**src/rtl/lptr_dir_pkg.sv**
```systemverilog
`timescale 1ns/1ps
package lptr_dir_pkg;
  typedef enum logic [1:0] {
    OP_READ   = 2'd0,
    OP_WRITE  = 2'd1,
    OP_REMOVE = 2'd2,
    OP_FLUSH  = 2'd3
  } dir_op_e;
endpackage

```
**src/rtl/lptr_first_set.sv**
```systemverilog
`timescale 1ns/1ps
// Lowest-index set bit finder.
module lptr_first_set #(
  parameter int W  = 4,
  parameter int IW = (W > 1) ? $clog2(W) : 1
) (
  input  logic [W-1:0]  vec,
  output logic          found,
  output logic [IW-1:0] idx
);
  always_comb begin
    found = 1'b0;
    idx   = '0;
    for (int k = W - 1; k >= 0; k--) begin
      if (vec[k]) begin
        found = 1'b1;
        idx   = IW'(k);
      end
    end
  end

  always_comb begin
    if (found) begin

      pick_is_set_chk: assert (vec[idx]);
    end
  end
endmodule

```
**src/rtl/lptr_slot_cmp.sv**
```systemverilog
`timescale 1ns/1ps
// Per-slot ID comparison and free-slot map.
module lptr_slot_cmp #(
  parameter int NPTR = 3,
  parameter int IDW  = 3
) (
  input  logic [NPTR*IDW-1:0] ptrs,
  input  logic [NPTR-1:0]     vld,
  input  logic [IDW-1:0]      id,
  output logic [NPTR-1:0]     hit,
  output logic [NPTR-1:0]     free
);
  for (genvar s = 0; s < NPTR; s++) begin : g_slot
    assign hit[s]  = vld[s] && (ptrs[s*IDW +: IDW] == id);
    assign free[s] = !vld[s];
  end
endmodule

```
**src/rtl/lptr_presence.sv**
```systemverilog
`timescale 1ns/1ps
// Decodes valid pointers into a presence vector over all caches.
module lptr_presence #(
  parameter int NPTR   = 3,
  parameter int IDW    = 3,
  parameter int NCACHE = 8
) (
  input  logic [NPTR*IDW-1:0] ptrs,
  input  logic [NPTR-1:0]     vld,
  output logic [NCACHE-1:0]   pres
);
  logic [NCACHE-1:0] dec [NPTR];

  for (genvar s = 0; s < NPTR; s++) begin : g_dec
    always_comb begin
      dec[s] = '0;
      if (vld[s]) dec[s][ptrs[s*IDW +: IDW]] = 1'b1;
    end
  end

  always_comb begin
    pres = '0;
    for (int s = 0; s < NPTR; s++) pres = pres | dec[s];
  end
endmodule

```
**src/rtl/lptr_directory.sv**
```systemverilog
`timescale 1ns/1ps
module lptr_directory
  import lptr_dir_pkg::*;
#(
  parameter int NCACHE       = 8,
  parameter int NPTR         = 3,
  parameter int NLINES       = 16,
  parameter bit BCAST_ON_OVF = 1'b1,
  localparam int IDW = $clog2(NCACHE),
  localparam int LW  = $clog2(NLINES)
) (
  input  logic              clk,
  input  logic              rst,
  input  logic              req_valid,
  input  logic [1:0]        req_op,
  input  logic [LW-1:0]     req_line,
  input  logic [IDW-1:0]    req_id,
  output logic              rsp_valid,
  output logic [NCACHE-1:0] rsp_targets,
  output logic              rsp_bcast,
  output logic              rsp_evict_valid,
  output logic [IDW-1:0]    rsp_evict_id,
  output logic [NCACHE-1:0] rsp_sharers,
  output logic              rsp_ovf,
  output logic              rsp_dirty
);
  localparam int PW = NPTR * IDW;
  localparam int SW = (NPTR > 1) ? $clog2(NPTR) : 1;

  // Pointer field: plain memory with no reset; validity lives in flops.
  logic [PW-1:0]     ptr_mem [NLINES];
  logic [NPTR-1:0]   vld_mem [NLINES];
  logic [NLINES-1:0] dirty_q;
  logic [NLINES-1:0] ovf_q;

  logic [PW-1:0]   cur_ptr, nxt_ptr;
  logic [NPTR-1:0] cur_vld, nxt_vld;
  logic            cur_dirty, nxt_dirty, cur_ovf, nxt_ovf;
  logic [NPTR-1:0] hit, free;
  logic            free_found, vic_found;
  logic [SW-1:0]   free_idx, vic_idx;
  logic [NCACHE-1:0] cur_pres, nxt_pres, tgt;
  logic            bc, ev;
  logic [IDW-1:0]  evid;
  dir_op_e         op;

  assign op        = dir_op_e'(req_op);
  assign cur_ptr   = ptr_mem[req_line];
  assign cur_vld   = vld_mem[req_line];
  assign cur_dirty = dirty_q[req_line];
  assign cur_ovf   = ovf_q[req_line];

  lptr_slot_cmp #(.NPTR(NPTR), .IDW(IDW)) u_cmp (
    .ptrs(cur_ptr), .vld(cur_vld), .id(req_id), .hit(hit), .free(free)
  );

  lptr_first_set #(.W(NPTR), .IW(SW)) u_free_pick (
    .vec(free), .found(free_found), .idx(free_idx)
  );

  lptr_first_set #(.W(NPTR), .IW(SW)) u_vic_pick (
    .vec(cur_vld), .found(vic_found), .idx(vic_idx)
  );

  lptr_presence #(.NPTR(NPTR), .IDW(IDW), .NCACHE(NCACHE)) u_cur_pres (
    .ptrs(cur_ptr), .vld(cur_vld), .pres(cur_pres)
  );

  lptr_presence #(.NPTR(NPTR), .IDW(IDW), .NCACHE(NCACHE)) u_nxt_pres (
    .ptrs(nxt_ptr), .vld(nxt_vld), .pres(nxt_pres)
  );

  always_comb begin
    nxt_ptr   = cur_ptr;
    nxt_vld   = cur_vld;
    nxt_dirty = cur_dirty;
    nxt_ovf   = cur_ovf;
    tgt       = '0;
    bc        = 1'b0;
    ev        = 1'b0;
    evid      = '0;
    case (op)
      OP_READ: begin
        nxt_dirty = 1'b0;
        if (|hit) begin
          nxt_vld = cur_vld;
        end else if (free_found) begin
          nxt_vld[free_idx] = 1'b1;
          nxt_ptr[int'(free_idx)*IDW +: IDW] = req_id;
        end else if (BCAST_ON_OVF) begin
          nxt_ovf = 1'b1;
        end else if (vic_found) begin
          ev   = 1'b1;
          evid = cur_ptr[int'(vic_idx)*IDW +: IDW];
          nxt_ptr[int'(vic_idx)*IDW +: IDW] = req_id;
        end
      end
      OP_WRITE: begin
        bc  = cur_ovf;
        tgt = cur_ovf ? '1 : cur_pres;
        tgt[req_id] = 1'b0;
        nxt_vld    = '0;
        nxt_vld[0] = 1'b1;
        nxt_ptr[IDW-1:0] = req_id;
        nxt_dirty = 1'b1;
        nxt_ovf   = 1'b0;
      end
      OP_REMOVE: begin
        nxt_vld = cur_vld & ~hit;
        if (nxt_vld == '0) nxt_dirty = 1'b0;
      end
      default: begin
        bc        = cur_ovf;
        tgt       = cur_ovf ? '1 : cur_pres;
        nxt_vld   = '0;
        nxt_dirty = 1'b0;
        nxt_ovf   = 1'b0;
      end
    endcase
  end

  // Pointer storage write port.
  always_ff @(posedge clk) begin
    if (req_valid) ptr_mem[req_line] <= nxt_ptr;
  end

  // Entry state and registered response.
  always_ff @(posedge clk) begin
    if (rst) begin
      for (int l = 0; l < NLINES; l++) vld_mem[l] <= '0;
      dirty_q         <= '0;
      ovf_q           <= '0;
      rsp_valid       <= 1'b0;
      rsp_targets     <= '0;
      rsp_bcast       <= 1'b0;
      rsp_evict_valid <= 1'b0;
      rsp_evict_id    <= '0;
      rsp_sharers     <= '0;
      rsp_ovf         <= 1'b0;
      rsp_dirty       <= 1'b0;
    end else begin
      rsp_valid       <= req_valid;
      rsp_targets     <= '0;
      rsp_bcast       <= 1'b0;
      rsp_evict_valid <= 1'b0;
      rsp_evict_id    <= '0;
      rsp_sharers     <= '0;
      rsp_ovf         <= 1'b0;
      rsp_dirty       <= 1'b0;
      if (req_valid) begin
        vld_mem[req_line]  <= nxt_vld;
        dirty_q[req_line]  <= nxt_dirty;
        ovf_q[req_line]    <= nxt_ovf;
        rsp_targets        <= tgt;
        rsp_bcast          <= bc;
        rsp_evict_valid    <= ev;
        rsp_evict_id       <= evid;
        rsp_sharers        <= nxt_pres;
        rsp_ovf            <= nxt_ovf;
        rsp_dirty          <= nxt_dirty;
      end
    end
  end


  rsp_follows_req_chk: assert property (@(posedge clk) disable iff (rst)
    rsp_valid |-> $past(req_valid));


  quiet_idle_chk: assert property (@(posedge clk) disable iff (rst)
    !rsp_valid |-> (rsp_targets == '0 && !rsp_bcast && !rsp_evict_valid && rsp_sharers == '0));


  evict_only_nb_read_chk: assert property (@(posedge clk) disable iff (rst)
    rsp_evict_valid |-> (!BCAST_ON_OVF && rsp_valid && $past(req_op) == OP_READ));


  ovf_only_bcast_chk: assert property (@(posedge clk) disable iff (rst)
    rsp_ovf |-> BCAST_ON_OVF);


  slot_capacity_chk: assert property (@(posedge clk) disable iff (rst)
    rsp_valid |-> $countones(rsp_sharers) <= NPTR);


  writer_excluded_chk: assert property (@(posedge clk) disable iff (rst)
    (rsp_valid && $past(req_op) == OP_WRITE) |-> !rsp_targets[$past(req_id)]);


  writer_owns_chk: assert property (@(posedge clk) disable iff (rst)
    (rsp_valid && $past(req_op) == OP_WRITE) |->
      (rsp_dirty && !rsp_ovf && $onehot0(rsp_sharers) && rsp_sharers[$past(req_id)]));


  bcast_source_chk: assert property (@(posedge clk) disable iff (rst)
    rsp_bcast |-> (rsp_valid && ($past(req_op) == OP_WRITE || $past(req_op) == OP_FLUSH)));
endmodule

```
**config.mk**
```make
export PLATFORM = sky130hd
export DESIGN_NAME = lptr_directory
export DESIGN_NICKNAME = d
export VERILOG_FILES = /design/src/rtl/lptr_dir_pkg.sv /design/src/rtl/lptr_first_set.sv /design/src/rtl/lptr_slot_cmp.sv /design/src/rtl/lptr_presence.sv /design/src/rtl/lptr_directory.sv
export SDC_FILE = /design/constraint.sdc
export NUM_CORES = 1
export LEC_CHECK = 0
export ABC_AREA = 1
export BUFFER_PORTS_ARGS = -buffer_cell sky130_fd_sc_hd__clkbuf_2
export CAP_MARGIN = 25
export CORE_MARGIN = 2
export CORE_UTILIZATION = 40
export DETAILED_ROUTE_END_ITERATION = 7
export PLACE_DENSITY = 0.54
export SLEW_MARGIN = 15
export SYNTH_ARGS = -nofsm -noshare
export SYNTH_HDL_FRONTEND = slang
export SYNTH_SLANG_ARGS = --single-unit
export TNS_END_PERCENT = 50
```
**constraint.sdc**
```tcl
create_clock -name clk -period 6.1 [get_ports clk]
set_input_delay 0.61 -clock clk [delete_from_list [all_inputs] [get_ports clk]]
set_output_delay 0.61 -clock clk [all_outputs]
set_load 0.01 [all_outputs]
```
# After elaboration in Yosys (flattened, before gate mapping)
# Memories as Yosys holds them, arrays and structs flattened.
# Index checks and enable logic that the tools add are counted.
[totals]
wordCells = 126
n_memories = 2
ram_bits = 192
regBits = 52
[memory_table]
columns = ["name", "depth", "width", "rd", "rd_clocked_by_memory_dff", "wr", "line", "source"]
rows = [
  ["ptr_mem", 16, 9, 1, 0, 1, "lptr_directory.sv:31", "logic [PW-1:0] ptr_mem [NLINES];"],
  ["vld_mem", 16, 3, 1, 0, 16, "lptr_directory.sv:32", "logic [NPTR-1:0] vld_mem [NLINES];"],
]
[op_classes]
order_cmp = 18
eq_ne = 5
mux = 60
n_addsub = 1
reduce_logical = 19
mul = 1
bitwise = 10
n_shift = 2
[ops]
columns = ["operator", "n"]
rows = [
  ["$mux W8", 7],
  ["$neg A4 Y33", 1],
  ["$shift A3 B33 Y9 const A", 1],
  ["$shiftx A3 B33 Y9", 1],
  ["$bwmux W16", 2],
  ["$or A8 B8 Y8", 4],
  ["$lt A3 B4 Y1 const B", 7],
  ["$mux W1", 24],
  ["$demux W1 S3", 7],
  ["$ge A3 B1 Y1 const B", 7],
  ["$mux W9", 2],
  ["$pmux W8 S2", 1],
  ["$logic_and A1 B1 Y1", 12],
  ["$bwmux W9", 1],
  ["$eq A3 B3 Y1", 3],
  ["$mux W3", 3],
  ["$pmux W3 S3", 1],
  ["$and A8 B8 Y8", 1],
  ["$bmux W1 S4", 2],
  ["$not A8 Y8", 1],
  ["$mux W2", 3],
  ["$mux W6", 1],
  ["$pmux W3 S2", 1],
  ["$reduce_or A3 Y1", 2],
  ["19 further kinds", 21],
]

# Depth between registers and ports, before layout
# Gate-level depths: netlist of run 1.
# An unclocked memory read counts as a cell.
[logic_depth]
ltp_word = 18
ltp_mapped = 26

# Cells and area by module
# Synthesis of run 1 repeated with hierarchy kept, for this count alone.
[hier_totals]
cells_unflattened = 1171
hier_area_um2 = 11189.5
[modules_own_cells]
columns = ["mod", "n_inst", "area_per_inst_um2", "seq_area_each_um2", "cells_each"]
rows = [
  ["lptr_directory", 1, 10388.7, 6806.5, 989],
  ["lptr_presence (u_cur_pres)", 1, 306.5, 0.0, 65],
  ["lptr_presence (u_nxt_pres)", 1, 286.5, 0.0, 65],
  ["lptr_slot_cmp", 1, 176.4, 0.0, 45],
  ["lptr_first_set", 1, 31.3, 0.0, 7],
]

# Worst setup path before layout of run 1
# Ideal clock, no wire load.
[synth_timing]
path_type = "in2reg"
startpoint = "in req_line[0]"
endpoint = "reg rsp_sharers[3]"
path_buffers = 3
slack_ns = 2.802
path_stages = 25
required_time_ns = 5.984
arrival_ns = 3.182
setup_time_ns = 0.116
cell_sequence = "buf_6 -> inv_2 -> buf_6 -> nor2_4 -> buf_6 -> a22oi_2 -> nand2_1 -> nand2_1 -> nand2_1 -> clkinv_1 -> nand2_2 -> nand2_1 -> nor2_1 -> inv_1 -> ha_1 -> nor3_1 -> nand2_1 -> inv_1 -> nand3_1 -> nand2_1 -> nor2_1 -> nand2_1 -> nand2_1 -> nor2_1 -> nor2_1"
[synth_via]
word_cells_on_any_way = 55
[synth_rtl]
columns = ["element", "line", "source"]
rows = [
  ["from (decl)", "lptr_directory.sv:16", "input logic [LW-1:0] req_line,"],
  ["$mem_v2 Z16 W3", "n/a", ""],
  ["$mux W2 (3 in series)", "lptr_first_set.sv:15", "if (vec[k]) begin"],
  ["$mul A2 B2 Y4", "lptr_directory.sv:89", "nxt_ptr[int'(free_idx)*IDW +: IDW] = req_id;"],
  ["$neg A4 Y33", "lptr_directory.sv:89", ""],
  ["$shiftx A3 B33 Y9 or $shift A3 B33 Y9 (tied branches)", "lptr_directory.sv:89", ""],
  ["$bwmux W9", "lptr_directory.sv:89", ""],
  ["$mux W9", "lptr_directory.sv:87", "end else if (free_found) begin"],
  ["$mux W9", "lptr_directory.sv:85", "if (|hit) begin"],
  ["$mux W6 (*)", "lptr_directory.sv:82", "case (op)"],
  ["via nxt_ptr[8]", "lptr_directory.sv:36", "logic [PW-1:0] cur_ptr, nxt_ptr;"],
  ["$lt A3 B4 Y1 (implied by the code) or $ge A3 B1 Y1 (tied branches)", "lptr_presence.sv:17", "if (vld[s]) dec[s][ptrs[s*IDW +: IDW]] = 1'b1;"],
  ["$logic_and A1 B1 Y1 (implied by the code)", "lptr_presence.sv:17", ""],
  ["$mux W1 (implied by the code)", "lptr_presence.sv:17", ""],
  ["$demux W1 S3 (*)", "n/a", ""],
  ["$mux W8 (*)", "lptr_presence.sv:17", ""],
  ["$or A8 B8 Y8 (*)", "lptr_presence.sv:23", "for (int s = 0; s < NPTR; s++) pres = pres | dec[s];"],
  ["to (signal assigned)", "lptr_directory.sv:158", "rsp_sharers <= nxt_pres;"],
  ["to (decl)", "lptr_directory.sv:23", "output logic [NCACHE-1:0] rsp_sharers,"],
]
# The timed path passes the listed nets; every way through them passes the cells marked *.
# A chain may end at the register's enable or synchronous reset.

# Worst setup path in the final report of run 1
# Ends and elaborated chain as after synthesis.

==> results of run 1 <==
[final cells by class]
class	instances	share of cell area, %
Multi-Input combinational cell	873	32.00
Inverter	74	2.180
Sequential cell	244	52.95
Timing Repair Buffer	54	2.580
Tap cell	384	3.738
Clock inverter	14	0.6522
Clock buffer	35	5.899
[sequential cells by signal (all words and copies together), names as in the netlist]
signal / flops
dirty_q: 16
ovf_q: 16
ptr_mem: 144
rsp_bcast: 1
rsp_dirty: 1
rsp_ovf: 1
rsp_sharers: 8
rsp_targets: 8
rsp_valid: 1
vld_mem: 48
[synth_stat cells (2+ instances only)]
master	number
inv_2	5
dfxtp_1	52
ha_1	7
nor2_2	15
nor2_1	116
a22oi_2	9
nand2_1	498
nor2_8	2
nor2_4	6
inv_1	62
buf_2	17
nand4_1	11
edfxtp_1	192
o211ai_1	2
a22oi_1	17
nand3_2	6
nor3_1	10
nand3_1	43
o22ai_1	26
nand2_4	5
clkinv_1	6
a21oi_1	8
clkbuf_1	9
nand4_4	4
o21ai_1	6
o21ai_0	44
o221ai_1	2
a221oi_1	10
buf_4	9
buf_6	11
nand2_2	17
[cell families (layout without fill, tap and decap cells)]
logic type | Yosys count | count (layout)
and+or+nand+nor | 736 | 736
buffers and inverters | 120 | 177
adders and majority gates | 7 | 7
AOI/OAI and AO/OA | 126 | 126
other | 1 | 4
DFF | 244 | 244
[worst min-delay path, cell delays in order]
cell      delay, ps
clkbuf_2        110
nor2_1           50
buf_4           180
[worst paths after layout]
| kind | cells after the start | endpoint | slack [ps] | startpoint |
|---|---|---|---|---|
| hold reg to reg | 2 | dirty_q[14] | 480 | dirty_q[14] |
| setup / recovery | 23 | rsp_sharers[3] | 1950 | req_line[0] |
| hold / removal | 3 | rsp_valid | 480 | rst |
| setup reg to reg | 17 | rsp_sharers[3] | 2760 | vld_mem[4][1] |
[cells in the final DEF, fill, tap and decap left out, types with 5 or more instances in the layout]
cell,instances
nor3_1,10
clkinv_1,9
buf_4,22
a221oi_1,10
inv_1,62
o21ai_0,44
nor2_4,6
clkinv_2,6
a22oi_1,17
inv_2,5
nand4_1,11
ha_1,7
a21oi_1,8
edfxtp_1,192
clkbuf_1,5
nand2_2,17
nand2_1,498
o21ai_1,6
clkbuf_16,29
dfxtp_1,52
nor2_2,16
a22oi_2,9
o22ai_1,26
clkbuf_2,31
nor2_1,115
nand2_4,5
nand3_1,43
nand3_2,6
[power by group through the flow]
| stage | sequential (uW) | combinational [uW] | clock [uW] |
|---|---|---|---|
| 3_3_place_gp | 1900 | 412 | 0 |
| 5_1_grt | 1860 | 462 | 1640 |
| 6_report | 1860 | 416 | 1550 |
| 4_1_cts | 1860 | 416 | 1580 |
| 3_5_place_dp | 1890 | 414 | 0 |
| 2_1_floorplan | 1890 | 288 | 0 |
[metal layers]
metal | vias to the layer above | track usage, % | routed length, um
li1 | 4220 | - | -
met1 | 4213 | 30.44 | 14670
met5 | - | 0 | 0
met3 | 55 | 3.202 | 1878
met4 | 0 | 5.650 | 785
met2 | 250 | 35.30 | 14890
[stage by stage]
stage / utilization (%) / area, um2 / hold WS [ps]
5_1_grt: 45.15 / 12850 / 471.6
6_report: 45.15 / 12850 / 478.1
2_1_floorplan: - / 11510 / 447.8
3_3_place_gp: 42.15 / 12000 / 471.8
3_5_place_dp: 42.15 / 12000 / 476.2
4_1_cts: 45.11 / 12840 / 455.6
==> results.toml, run 1 <==
[timing]
final-hold-violation-count = 0
worstMarginPinSlew_ps = 884.7
fin_skew_ps = 18.71
min_period_over_period_pct = 67.95
tns_ps = 0
max-slew-margin-rel_pct = 40.96
min_period_ps = 4145
setup_viol = 0
slew_viol_final = 0
rsz0062_at_grt = "no"
setup_slack_ps = 1955
max_freq_mhz = 241.2

[run_status]
outcome = "completed"

[synthesis]
synth_top_family_by_area = "simple AND/OR/NAND/NOR gates"
synth_compound_area_share_pct = 7.216
synth-edff-count = 192
synth-xor-area-share_pct = 0
synth_area_mm2 = 0.01150
synth_seq_area_share_pct = 59.21
synth.area.top_cells = "edfxtp_1 50%, nand2_1 16%, dfxtp_1 9.1%, nor2_1 3.8%, inv_1 2.0%"
yosys.area.top_type = "edfxtp_1"
yosysWarningCount = 0
async_reset_ff_share_pct = 0
synth_fa_ha_area_share_pct = 0.7619
synth_mux_area_share_pct = 0
syn_area_per_cell_um2 = 9.316
synthFlopType = "edfxtp_1"
synthCells = 1234
synth_top_area_share_pct = 50.15
yosys.area_share.simple_pct = 27.64
yosys_register_bits = 244
netlist-cell-type-count = 38

[setup_path]
crit_chain = "clkbuf_2 > nand2_4 > inv_2 > a22oi_1 > nand2_1 > nand2_1 > nand2_1 > clkinv_1 > nand2_2 > nand2_1 > nor2_1 > inv_1 > ha_1 > nor3_1 > nand2_1 > inv_1 > nand3_1 > nand2_1 > nor2_1 > nand2_1 > nand2_1 > nor2_1 > nor2_1"
cp_max_fo = 23
cp.arrival_ps = 4580
max_stage_delay_ps = 530
worst_path_most_repeated_cell = "nand2_1"
worst-path-buf-inv = 5
cp_top_family = "simple AND/OR/NAND/NOR gates"
worst-setup-path-type = "input port to register"
worst_ep_required_time_ps = 6530
slowest_stage = "nand2_1"
end_kind = "register"
start_kind = "input port"

[power]
switching_share_pct = 26.11
p_total_uw = 3823
p_sw_uw = 998.0
p_comb_share_pct = 10.9
p_leak_uw = 0.005196
cellPowerDensity_mw_per_mm2 = 297.4
power_frac_seq_pct = 48.6
power.internal_uw = 2825
vdd_drop_max_uv = 241.3
p_clk_share_pct = 40.5

[detailed_routing]
vias_per_cell = 5.207
first_iter_violations = 918
firstDrtPassIters = 5
vias = 8738
wl_mm = 32.22
drc_errors = 0
drtAntennaViolNets = 0
wl_per_cell_um = 19.20

[floorplanning]
start_util_pct = 40.38
coreArea_mm2 = 0.02847
die-width_um = 173.5
rows = 62
fp.dieH_um = 173.5
dieArea_mm2 = 0.03011
num_io_pins = 36

[clock_tree]
cts_sinks = 244
clock_latency_ps = 550
cts_hold_buf = 0
path_clk_slew_ps = 60
cts_buffer_depth = 3
postCtsResizedCells = 0
post_cts_buffers = 0
numCtsBuffers = 27
htreeDepth = 1
cts_tree = "yes"
clockRootBuffer = "clkbuf_16"

[layout]
drive_gt1_share_pct = 13.06
nFillCells = 2791
finalNetCount = 1293
area_delta_synth_final_pct = 11.81
diodes = 0
stdcell_count = 1678
ff_latch_area_mm2 = 0.006807
multi_input_area_mm2 = 0.004113

[place]
pre_cts_slack_ps = 1420
dpl.hpwl_mm = 21.51
portBuffers = 31
dpl.cell_count = 1628
gp_congestion = 0.8933

[min_path]
hold_class = "input port to register"

[global_routing]
antenna_found_initial = 1
grt_pass1_vias = 8438
grtUsageTotal_pct = 21.67
grt_max_degree = 59
overflow = 0
grt_pass1_wl_mm = 49.91

[flow_run]
cap_violations = 0
No activity file was read; power rests on OpenSTA's default activity.
==> inputs of run 2 (changes only) <==
PLACE_DENSITY = 0.56   (was 0.54)
clock period = 3.55 ns   (was 6.1 ns; I/O delays follow)
==> results.toml, run 2 (same netlist as run 1, synthesis figures left out) <==
[power]
p_total_uw = 6562
cellPowerDensity_mw_per_mm2 = 500.4
vdd_drop_max_uv = 377.2
p_leak_uw = 0.005343

[detailed_routing]
first_iter_violations = 744
drtAntennaViolNets = 0
wl_mm = 31.22
firstDrtPassIters = 5
vias_per_cell = 5.150
drc_errors = 0
wl_per_cell_um = 18.31
vias = 8780

[timing]
max-slew-margin-rel_pct = 60.60
rsz0062_at_grt = "no"
tns_ps = 0
min_period_over_period_pct = 81.47
max_freq_mhz = 345.8
slew_viol_final = 0
fin_skew_ps = 17.43
hold_ws_ps = 273.0
min_period_ps = 2892
worstMarginPinSlew_ps = 586.5
setup_viol = 0
final-hold-violation-count = 0

[run_status]
outcome = "completed"

[layout]
largest_register_ffs = 144
final_common_cell = "nand2_1"
reg_top3 = "ptr_mem (144), vld_mem (48)"
drive_gt1_share_pct = 14.17
finalNetCount = 1320
nFillCells = 2764
fin_util_pct = 46.06
largest-register = "ptr_mem"
final_cell_mix = "498 x nand2_1, 192 x edfxtp_1, 116 x nor2_1"
area_delta_synth_final_pct = 14.07

[setup_path]
worst_ep_required_time_ps = 4030
start_kind = "input port"
cp_max_fo = 13
end_kind = "register"
reg2reg_depth = 18
r2r_setup_slack_ps = 810
rr_startpoint = "vld_mem[4][2]"
worst-setup-path-type = "input port to register"
cp.arrival_ps = 3370
reg2reg_to = "rsp_sharers[7]"

[global_routing]
antenna_found_initial = 2
grt_max_degree = 58
grtUsageTotal_pct = 21.00
grt_pass1_wl_mm = 49.23
overflow = 0
grt_pass1_vias = 8423

[floorplanning]
num_io_pins = 36
coreArea_mm2 = 0.02847
start_util_pct = 40.38
dieArea_mm2 = 0.03011
die-width_um = 173.5
rows = 62
fp.dieH_um = 173.5

[clock_tree]
post_cts_buffers = 0
clockRootBuffer = "clkbuf_16"
htreeDepth = 1
cts_sinks = 244
cts_tree = "yes"
cts_hold_buf = 0
postCtsResizedCells = 0
cts_buffer_depth = 3
numCtsBuffers = 27
path_clk_slew_ps = 60
clock_latency_ps = 530

[min_path]
hold_class = "input port to register"
hp-start = "rst"
hold_path_depth = 3
min_to = "dirty_q[2]"

[flow_run]
cap_violations = 0

[place]
gp_congestion = 0.8863
portBuffers = 31
dpl.hpwl_mm = 21.69
run 2: cell count changes in the layout (fill, tap and decap cells not counted), moves of 2 or more:
cell	change
buf_12	+7
bufinv_16	+2
clkinv_1	+3
clkinv_2	-3
buf_4	+21
clkbuf_1	+4
clkbuf_16	-2
inv_6	-3
run 2: area by class of cell:
cell class | count | area [um2] | area share (%)
Sequential cell | 244 | 6807 | 51.90
Multi-Input combinational cell | 873 | 4110 | 31.34
Clock buffer | 36 | 709.4 | 5.410
Timing Repair Buffer | 81 | 618.1 | 4.713
Tap cell | 384 | 480.5 | 3.664
Inverter | 74 | 280.3 | 2.137
Clock inverter | 12 | 106.4 | 0.8110
Antenna cell | 1 | 2.502 | 0.01908
run 2: worst max path at each step:
| stage | end | cells past startpoint | startpoint | slack, ps |
|---|---|---|---|---|
| floorplan | rsp_sharers[3] | 25 | req_line[0] | 510 |
| finish | rsp_sharers[7] | 24 | req_line[0] | 660 |
| detailed placement | rsp_sharers[3] | 24 | req_line[0] | 170 |
| global route | rsp_sharers[3] | 24 | req_line[0] | 320 |
| CTS | rsp_sharers[3] | 24 | req_line[0] | 720 |
| global placement | rsp_sharers[5] | 24 | req_line[0] | 230 |
run 2: worst max-delay path, stage by stage:
cell and delay (ps):
clkbuf_2 320, nand2_4 180, inv_2 240, a22oi_1 130, nand2_1 80, nand2_1 60, nand2_2 100, inv_2 50
nand2_4 100, nand2_1 60, nor2_1 190, inv_1 70, ha_1 250, nor3_1 260, inv_1 80, o21ai_0 170
nand4_1 100, nand3_1 80, nand2_1 80, nor2_1 140, nand2_1 70, nand3_1 80, nand2_1 50, inv_1 50
run 2: metal layers:
layer	vias to the layer above	GRT usage (%)	share of wire, %
li1	4252	-	-
met1	4250	30.00	47
met2	234	34.58	46
met3	42	2.675	5.3
met4	2	4.167	1.8
met5	-	0	0.032
run 2: per-stage QoR:
step	std cells	area [um2]	setup WS (ps)
5_1_grt	1704	13110	317.6
3_5_place_dp	1656	12300	169.9
6_report	1705	13110	657.8
2_1_floorplan	1237	11510	506.6
4_1_cts	1704	13110	716.4
3_3_place_gp	1656	12300	228.5
run 2: power by group:
group	leakage (uW)	internal [uW]	total [uW]	switching, uW
Sequential	0.00223	3180	3190	17.6
Clock	0.000397	1540	2600	1070
Combinational	0.00272	211	766	555
==> inputs of run 3 (changes only) <==
ABC_AREA = 0   (was 1)
clock period = 2.45 ns   (was 3.55 ns; I/O delays follow)
==> results.toml, run 3 <==
[layout]
area_delta_synth_final_pct = 28.19
drive_gt1_share_pct = 32.30
largest_register_ffs = 144
diodes = 0
reg_top3 = "ptr_mem (144), vld_mem (48)"
largest-register = "ptr_mem"
final_common_cell = "edfxtp_1"
fin_util_pct = 52.50
finalNetCount = 1062
final_cell_mix = "192 x edfxtp_1, 131 x buf_4, 93 x nor2_1"

[timing]
fin_skew_ps = 20.75
min_period_over_period_pct = 127.5
hold_ws_ps = 180.5
final-hold-violation-count = 0
min_period_ps = 3123
setup_viol = 242
setup_slack_ps = -673.5
slew_viol_final = 0
max-slew-margin-rel_pct = 60.16
rsz0062_at_grt = "yes"
max_freq_mhz = 320.2
worstMarginPinSlew_ps = 593.0

[detailed_routing]
first_iter_violations = 711
drtAntennaViolNets = 0
wl_mm = 30.13
wl_per_cell_um = 21.43
vias = 7704
vias_per_cell = 5.479
firstDrtPassIters = 5
drc_errors = 0

[synthesis]
yosys_register_bits = 244
yosysWarningCount = 0
netlist-cell-type-count = 61
synth_top_cells_by_count = "192 x edfxtp_1, 105 x nor2_1, 77 x nand2_1"
synth_area_mm2 = 0.01107
synth_seq_area_share_pct = 61.49
yosys.area.top_type = "edfxtp_1"
synthFlopType = "edfxtp_1"
synth.area.top_cells = "edfxtp_1 52%, dfxtp_1 9.4%, mux2i_1 6.4%, mux4_2 5.5%, nor2_1 3.6%"
synth_top_area_share_pct = 52.09
async_reset_ff_share_pct = 0
synthCells = 861
yosysMostFrequentCell = "edfxtp_1"
syn_area_per_cell_um2 = 12.86
synth-edff-count = 192

[power]
vdd_drop_max_uv = 455.4
p_clk_share_pct = 40.0
cellPowerDensity_mw_per_mm2 = 712.2
p_comb_share_pct = 14.2
power.internal_uw = 7610
power_frac_seq_pct = 45.8
p_sw_uw = 2497
p_leak_uw = 0.005340
switching_share_pct = 24.71

[place]
dpl.hpwl_mm = 21.37
gp_congestion = 0.8954
pre_cts_slack_ps = -994.3
portBuffers = 31

[global_routing]
grtUsageMet1_pct = 28.90
grt_util_met2_pct = 35.52
grt_pass1_vias = 7592
grtUsageTotal_pct = 21.14
antenna_found_initial = 0
top_usage_layer = "met2"
grt_max_degree = 22
grt_pass1_wl_mm = 45.89
overflow = 0
grt_use_met3_pct = 3.163

[floorplanning]
start_util_pct = 40.96
die-width_um = 170.4
coreArea_mm2 = 0.02703
fp.dieH_um = 170.4
rows = 60
dieArea_mm2 = 0.02902
num_io_pins = 36

[flow_run]
cap_violations = 0

[setup_path]
cp_max_fo = 4
worst-setup-path-type = "register to register"
r2r_setup_slack_ps = -670
cp.arrival_ps = 3600
worst_ep_required_time_ps = 2930
end_kind = "register"
start_kind = "register"

[clock_tree]
numCtsBuffers = 28
cts_tree = "yes"
htreeDepth = 1
clockRootBuffer = "clkbuf_16"
cts_sinks = 244
clock_latency_ps = 540
cts_hold_buf = 0
path_clk_slew_ps = 60
cts_buffer_depth = 3

[min_path]
hold_class = "input port to register"

[run_status]
outcome = "complete, but fails checks"
violations = "negative setup slack"
run 3: cell types whose count changed in the layout (fill, tap and decap cells not counted), moves of 16 or more:
cell,before,now
nand2_1,498,71
mux4_2,0,29
buf_4,43,131
nand3_1,43,19
nor2_1,116,93
o22ai_1,26,9
inv_1,62,27
mux2i_1,0,66
buf_6,0,16
run 3: layout make-up:
class | count | area (um2)
Clock buffer | 30 | 729.5
Clock inverter | 22 | 170.2
Fill cell | 2313 | 12840
Inverter | 31 | 130.1
Multi-Input combinational cell | 537 | 4160
Sequential cell | 244 | 6807
Tap cell | 341 | 426.7
Timing Repair Buffer | 199 | 1749
Timing Repair inverter | 2 | 17.52
run 3: critical path, cell delays in order (launching register included):
cell      delay [ps]
edfxtp_1         420
mux4_2           480
mux4_2           570
buf_4            180
a41o_1           210
or2_4            240
a32oi_2          210
inv_2             80
or4b_4           550
o211ai_2         140
run 3: power groups by stage:
stage	combinational (uW)	clock [uW]	sequential, uW
after floorplan	699	0	4710
after global placement	1230	0	4710
after detailed placement	1240	0	4720
after CTS	1380	4110	4630
after global routing	1520	4300	4630
final	1430	4050	4630
run 3: cell families (layout without fill, tap and decap cells):
kind of cell	after synthesis	count (layout)	share of synthesized area, %
AND/OR/NAND/NOR	287	287	11.86
flip-flops	244	244	61.49
AO/OA/AOI/OAI	125	125	7.358
multiplexers	106	106	13.81
buffers and inverters	83	284	4.024
XOR/XNOR	8	8	0.6330
adder cells (fa/ha/maj)	7	7	0.7912
other	1	4	0.03388
run 3: layer usage:
metal | part of all wire, % | up-vias | wire (um)
met1 | 43 | 3847 | 13020
met3 | 5.5 | 48 | 1650
met5 | 0 | - | 0
met4 | 2.3 | 0 | 700
met2 | 49 | 241 | 14760
li1 | - | 3568 | -
run 3: worst paths after layout:
kind              depth (start not counted)      startpoint              to
setup / recovery                          9  vld_mem[10][0]  rsp_sharers[4]
hold / removal                            3             rst      dirty_q[2]
setup reg to reg                          9  vld_mem[10][0]  rsp_sharers[4]
hold reg to reg                           2        ovf_q[5]        ovf_q[5]
run 3: per-stage QoR:
step	cells	total power [uW]	TNS [ps]	area (um2)
final	1406	10110	-99600	14190
after global routing	1406	10460	-121290	14190
after CTS	1397	10120	-87650	14000
after detailed placement	1328	5953	-189580	12800
after global placement	1328	5943	-187710	12800
after floorplan	864	5405	-91610	11290
run 3: timing repair:
item | 4_1_cts | 5_1_grt
setup buffers | 14 | 13
pin swaps | 17 | 21
hold endpoints to repair | 0 | 0
endpoints found under the setup margin | 235 | 242
gates resized for setup | 41 | 39
gates cloned | 3 | 1
